**src/rtl/bra_pkg.sv**
```systemverilog
package bra_pkg;
  localparam int NSRC = 3;
  localparam int SW   = 2;

  typedef enum logic [1:0] {
    SRC_DATA  = 2'd0,
    SRC_FETCH = 2'd1,
    SRC_DEBUG = 2'd2
  } src_e;

  // Address windows (32-bit space)
  localparam logic [31:0] CODE_END  = 32'h2000_0000; // code: below this
  localparam logic [31:0] HOLE_LO   = 32'hE000_0000; // unmapped start
  localparam logic [31:0] PER_LO    = 32'hE004_0000; // peripheral start
  localparam logic [31:0] PER_END   = 32'hE010_0000; // peripheral end (excl)
endpackage

```
**src/rtl/bra_region_dec.sv**
```systemverilog
module bra_region_dec
  import bra_pkg::*;
#(
  parameter int ADDR_W   = 32,
  parameter bit IS_FETCH = 1'b0
) (
  input  logic [ADDR_W-1:0] addr,
  output logic              to_code,
  output logic              to_sys,
  output logic              to_per,
  output logic              to_err
);
  logic in_code, in_hole, in_per;

  always_comb begin
    in_code = (addr < CODE_END);
    in_hole = (addr >= HOLE_LO) && (addr < PER_LO);
    in_per  = (addr >= PER_LO) && (addr < PER_END);
    to_code = in_code && !IS_FETCH;
    to_per  = in_per && !IS_FETCH;
    to_sys  = !in_code && !in_hole && !in_per;
    to_err  = in_hole || (IS_FETCH && (in_code || in_per));
  end
endmodule

```
**src/rtl/bra_err_resp.sv**
```systemverilog
module bra_err_resp #(
  parameter int NSRC = 3
) (
  input  logic            clk,
  input  logic            rst,
  input  logic [NSRC-1:0] bad,
  output logic [NSRC-1:0] err
);
  always_ff @(posedge clk) begin
    if (rst) err <= '0;
    else     err <= bad;
  end
endmodule

```
**src/rtl/bra_port_arb.sv**
```systemverilog
module bra_port_arb #(
  parameter int NSRC   = 3,
  parameter int SW     = 2,
  parameter int OUT_AW = 32,
  parameter logic [NSRC-1:0][SW-1:0] PRIO = {2'd2, 2'd1, 2'd0}
) (
  input  logic                         clk,
  input  logic                         rst,
  input  logic [NSRC-1:0]              req,
  input  logic [NSRC-1:0][OUT_AW-1:0]  addr,
  input  logic                         ready,
  output logic [NSRC-1:0]              gnt,
  output logic                         valid,
  output logic [OUT_AW-1:0]            out_addr,
  output logic [SW-1:0]                out_src
);
  logic          can_acc;
  logic          found;
  logic [SW-1:0] win;

  assign can_acc = !valid || ready;

  // PRIO[0] is the highest-priority source index
  always_comb begin
    gnt   = '0;
    found = 1'b0;
    win   = '0;
    for (int k = 0; k < NSRC; k++) begin
      if (!found && can_acc && req[PRIO[k]]) begin
        gnt[PRIO[k]] = 1'b1;
        win          = PRIO[k];
        found        = 1'b1;
      end
    end
  end

  always_ff @(posedge clk) begin
    if (rst) begin
      valid    <= 1'b0;
      out_addr <= '0;
      out_src  <= '0;
    end else if (can_acc) begin
      valid <= found;
      if (found) begin
        out_addr <= addr[win];
        out_src  <= win;
      end
    end
  end

  assert_one_grant_R7: assert property (@(posedge clk) disable iff (rst)
    $onehot0(gnt));

  assert_hold_busy_R8: assert property (@(posedge clk) disable iff (rst)
    valid && !ready |=> valid && $stable(out_addr) && $stable(out_src));

  assert_no_grant_busy_R8: assert property (@(posedge clk) disable iff (rst)
    valid && !ready |-> gnt == '0);

  assert_grant_shows_R9: assert property (@(posedge clk) disable iff (rst)
    (|gnt) |=> valid);

  assert_top_prio_R5_R6: assert property (@(posedge clk) disable iff (rst)
    can_acc && req[PRIO[0]] |-> gnt[PRIO[0]]);

  assert_second_prio_R5: assert property (@(posedge clk) disable iff (rst)
    can_acc && !req[PRIO[0]] && req[PRIO[1]] |-> gnt[PRIO[1]]);
endmodule

```
**src/rtl/bus_region_arbiter.sv**
```systemverilog
module bus_region_arbiter
  import bra_pkg::*;
#(
  parameter int ADDR_W = 32,
  parameter int PER_AW = 20
) (
  input  logic                         clk,
  input  logic                         rst,
  input  logic [2:0]                   src_req,
  input  logic [2:0][ADDR_W-1:0]       src_addr,
  output logic [2:0]                   src_wait,
  output logic [2:0]                   src_err,
  output logic                         code_valid,
  output logic [ADDR_W-1:0]            code_addr,
  output logic [1:0]                   code_src,
  input  logic                         code_ready,
  output logic                         sys_valid,
  output logic [ADDR_W-1:0]            sys_addr,
  output logic [1:0]                   sys_src,
  input  logic                         sys_ready,
  output logic                         per_valid,
  output logic [PER_AW-1:0]            per_addr,
  output logic [1:0]                   per_src,
  input  logic                         per_ready
);
  logic [NSRC-1:0] to_code, to_sys, to_per, to_err;
  logic [NSRC-1:0] code_req, sys_req, per_req, bad;
  logic [NSRC-1:0] code_gnt, sys_gnt, per_gnt;
  logic [NSRC-1:0][PER_AW-1:0] per_in_addr;

  for (genvar s = 0; s < NSRC; s++) begin : g_src
    bra_region_dec #(
      .ADDR_W  (ADDR_W),
      .IS_FETCH(s == int'(SRC_FETCH))
    ) u_dec (
      .addr   (src_addr[s]),
      .to_code(to_code[s]),
      .to_sys (to_sys[s]),
      .to_per (to_per[s]),
      .to_err (to_err[s])
    );
    assign per_in_addr[s] = src_addr[s][PER_AW-1:0];
  end

  assign code_req = src_req & to_code;
  assign sys_req  = src_req & to_sys;
  assign per_req  = src_req & to_per;
  assign bad      = src_req & to_err;

  bra_port_arb #(.NSRC(NSRC), .SW(SW), .OUT_AW(ADDR_W),
                 .PRIO({SRC_DEBUG, SRC_FETCH, SRC_DATA})) u_code (
    .clk(clk), .rst(rst), .req(code_req), .addr(src_addr), .ready(code_ready),
    .gnt(code_gnt), .valid(code_valid), .out_addr(code_addr), .out_src(code_src));

  bra_port_arb #(.NSRC(NSRC), .SW(SW), .OUT_AW(ADDR_W),
                 .PRIO({SRC_DEBUG, SRC_FETCH, SRC_DATA})) u_sys (
    .clk(clk), .rst(rst), .req(sys_req), .addr(src_addr), .ready(sys_ready),
    .gnt(sys_gnt), .valid(sys_valid), .out_addr(sys_addr), .out_src(sys_src));

  bra_port_arb #(.NSRC(NSRC), .SW(SW), .OUT_AW(PER_AW),
                 .PRIO({SRC_DEBUG, SRC_FETCH, SRC_DATA})) u_per (
    .clk(clk), .rst(rst), .req(per_req), .addr(per_in_addr), .ready(per_ready),
    .gnt(per_gnt), .valid(per_valid), .out_addr(per_addr), .out_src(per_src));

  bra_err_resp #(.NSRC(NSRC)) u_err (
    .clk(clk), .rst(rst), .bad(bad), .err(src_err));

  assign src_wait = src_req & ~(code_gnt | sys_gnt | per_gnt | bad);

  for (genvar s = 0; s < NSRC; s++) begin : g_chk
    assert_err_pulse_R4: assert property (@(posedge clk) disable iff (rst)
      src_req[s] && to_err[s] |=> src_err[s]);
    assert_err_only_bad_R4: assert property (@(posedge clk) disable iff (rst)
      !(src_req[s] && to_err[s]) |=> !src_err[s]);
    assert_single_port_R10: assert property (@(posedge clk) disable iff (rst)
      $countones({code_gnt[s], sys_gnt[s], per_gnt[s]}) <= 1);
  end

  assert_no_fetch_code_R1: assert property (@(posedge clk) disable iff (rst)
    code_valid |-> code_src != SRC_FETCH);
  assert_no_fetch_per_R3: assert property (@(posedge clk) disable iff (rst)
    per_valid |-> per_src != SRC_FETCH);
endmodule

```
**config.mk**
```make
export PLATFORM = sky130hd
export DESIGN_NAME = bus_region_arbiter
export DESIGN_NICKNAME = d
export VERILOG_FILES = /design/src/rtl/bra_pkg.sv /design/src/rtl/bra_region_dec.sv /design/src/rtl/bra_err_resp.sv /design/src/rtl/bra_port_arb.sv /design/src/rtl/bus_region_arbiter.sv
export SDC_FILE = /design/constraint.sdc
export NUM_CORES = 1
export LEC_CHECK = 0
export BUFFER_PORTS_ARGS = -buffer_cell sky130_fd_sc_hd__buf_2
export CAP_MARGIN = 20
export CORE_MARGIN = 2
export CORE_UTILIZATION = 52
export CTS_CLUSTER_SIZE = 10
export DETAILED_ROUTE_END_ITERATION = 8
export GPL_TIMING_DRIVEN = 0
export PLACE_DENSITY = 0.89
export SLEW_MARGIN = 10
export SYNTH_ARGS = -nofsm -noshare
export SYNTH_HDL_FRONTEND = slang
export SYNTH_SLANG_ARGS = --single-unit
```
**constraint.sdc**
```tcl
create_clock -name clk -period 3.85 [get_ports clk]
set_input_delay 0.77 -clock clk [delete_from_list [all_inputs] [get_ports clk]]
set_output_delay 0.77 -clock clk [all_outputs]
set_load 0.005 [all_outputs]
```
==> reports/qor.yml <==
syn-instance-count: 540
max_clock_freq_ghz: 0.292
area_share_of_the_largest_cell_type_after_synthesis_pct: 39.4
finalHoldViolations: 0
crit_arrival_ns: 2.66
floorplan.io_pins: 203
synth_area_leader_cell: "sky130_fd_sc_hd__dfxtp_1"
route.vias.total: 5273
layout.filler_cells: 730
cts-root-to-sink-buffers: 2
initial_utilization_pct: 54.3
synth_warnings: 0
tritoncts: "done"
netlist_top_cells_area: "sky130_fd_sc_hd__dfxtp_1, sky130_fd_sc_hd__mux2i_1, sky130_fd_sc_hd__a211oi_1"
global_route_wire_length_before_repair_um: 25700
via_density_per_instance: 6.11
clock_sink_count: 94
finalWorstSetupSlack_ns: 0.420
die-area_mm2: 0.00998
tightest_slew_ns: 0.602
setup.worst_path.start_class: "input pin"
yosys.cell_count.top_type: "sky130_fd_sc_hd__dfxtp_1"
timing.critical_path.to_type: "output pin"
routabilityCongestion: 0.899
data_required_critical_path_ns: 3.08
fin_setup_tns_ns: 0
setup_violations: 0
insertedDiodeCount: 0
die_h_um: 99.9
ys_types: 50
postRouteWirelength_um: 16800
clkTransAtPathRegs_ns: 0.09
period_needed_ns: 3.43
dp_worst_slack_ns: 0.508
worst_skew_pair.late_latency_ns: 0.36
cts_resized: 0
grt_overflow: 0
vdd_ir_drop_max_v: 0.000232
cts.htree.levels: 3
worst_min_delay_path_category: "reg -> reg"
post_drt_wl_per_cell_um: 19.5
detailedPlacementHpwl_um: 12700
grt_start_max_net_pins: 16
tritoncts.num_buffers: 9
drt-pass1-iter-count: 5
critPathKind: "in -> out"
post_synth.cell_area_avg_um2: 8.86
static-leakage-power_nw: 2.79
yosysSeqAreaShare_pct: 39.4
first_global_vias: 5062
syn_area_mm2: 0.00478
yosys_register_bits: 94
post-layout-total-power_w: 0.00221
edff_count_synth: 0
grt_usage_pct: 32.7
seqCellArea_mm2: 0.00188
area_growth_pct: 28.0
async_reset_ff_share_pct: 0
cp_max_fo: 10
clock-skew-final_ns: 0.00978
ys.flop_type: "sky130_fd_sc_hd__dfxtp_1"
count_of_pins_over_their_slew_limit: 0
power-per-cell-area_mw_per_mm2: 361
place.port_buffers: 198
core_region_area_mm2: 0.00881
finalCritPeriodShare_pct: 89.1
first_iter_violations: 279
grt_antenna_before_repair: 0
drt_drc_violations_left: 0
layout-drive-gt1-share_pct: 36.6
synth_commonest_cells: "sky130_fd_sc_hd__dfxtp_1, sky130_fd_sc_hd__nor2_1, sky130_fd_sc_hd__mux2i_1"
rsz_0062_raised_after_global_routing: "false"
num-nets-final: 854
cts.repair_timing.setup_buffer_count: 0
rows: 34
antenna_left: 0
drv.max_cap_violation_count: 0
timing.max_slew.rel_slack_pct: 59.9
outcome: "completed"
holdBufCountCts: 0
chipWidth_um: 99.9
cts.root.buffer_cell: "sky130_fd_sc_hd__clkbuf_8"
area_of_the_multi_input_gates_mm2: 0.00261
==> power breakdown <==
group | leakage [nW] | internal, W | switching, W
combinational | 1.92 | 0.000194 | 0.000242
clock | 0.0992 | 0.000339 | 0.000372
sequential | 0.769 | 0.00103 | 0.0000321
total | 2.79 | 0.00156 | 0.000646
==> per-layer routing <==
layer  GRT usage (%)  routed length, um  part of all wire [%]  vias up
met1            40.1               6590                    39     2470
li1                -                  -                     -     2419
met5               0                  0                     0        -
met3            5.01               1540                   9.2       49
met2            57.4               8280                    49      335
met4            13.2                417                   2.5        0
==> area by class of cell <==
class / count / area share [%]
Clock buffer: 12 / 2.53
Clock inverter: 4 / 0.879
Multi-Input combinational cell: 383 / 42.6
Buffer: 52 / 4.09
Tap cell: 108 / 2.21
Inverter: 12 / 0.736
Timing Repair Buffer: 198 / 16.2
Sequential cell: 94 / 30.7
==> critical path, cell delays in order <==
cell and delay (ns):
sky130_fd_sc_hd__buf_2 0.13, sky130_fd_sc_hd__nor4_2 0.54, sky130_fd_sc_hd__a31o_2 0.29, sky130_fd_sc_hd__buf_2 0.28
sky130_fd_sc_hd__buf_2 0.28, sky130_fd_sc_hd__nor2_1 0.06, sky130_fd_sc_hd__a21oi_1 0.17, sky130_fd_sc_hd__buf_2 0.13
==> sequential cells by signal (all words and copies together), names as in the netlist <==
| name | flops |
|---|---|
| u_sys.out_addr | 32 |
| u_code.out_addr | 32 |
| u_code.valid | 1 |
| u_err.err | 3 |
| u_sys.valid | 1 |
| u_per.valid | 1 |
| u_sys.out_src | 2 |
| u_per.out_src | 1 |
| u_code.out_src | 1 |
| u_per.out_addr | 20 |
==> cell families after synthesis <==
kind of cell    after synthesis  share of synthesized area (%)
other cells                   1                         0.0784
simple gates                161                           17.6
compound gates              164                           25.0
flops                        94                           39.4
buf+inv                      64                           6.17
mux                          56                           11.8
==> worst paths after layout <==
check        cells after the start  slack (ns)           startpoint                   to
max                              8        0.42         src_addr[85]          src_wait[2]
min                              1        0.47  u_code.out_addr[31]  u_code.out_addr[31]
max reg2reg                      6        1.68          u_sys.valid    u_sys.out_addr[8]
min reg2reg                      1        0.47  u_code.out_addr[31]  u_code.out_addr[31]
==> cell usage in the layout (no fill, tap or decap), drive strengths merged, types with 25 or more instances in the layout <==
| cell | instances |
|---|---|
| dfxtp | 94 |
| o21ai | 26 |
| a21oi | 29 |
| buf | 225 |
| a32o | 25 |
| clkbuf | 37 |
| mux2i | 53 |
| nor3 | 28 |
| a211oi | 50 |
| nor2 | 64 |
| or2 | 26 |
==> stage by stage <==
step	util [%]	instances	instance area, um2	hold slack [ns]
after floorplan	-	541	4790	0.455
after global placement	67.1	847	5910	0.437
after detailed placement	67.1	847	5910	0.446
after CTS	69.5	863	6120	0.472
after global routing	69.5	863	6120	0.483
final	69.5	863	6120	0.465
Note: power is estimated with default switching activity, not from simulation.
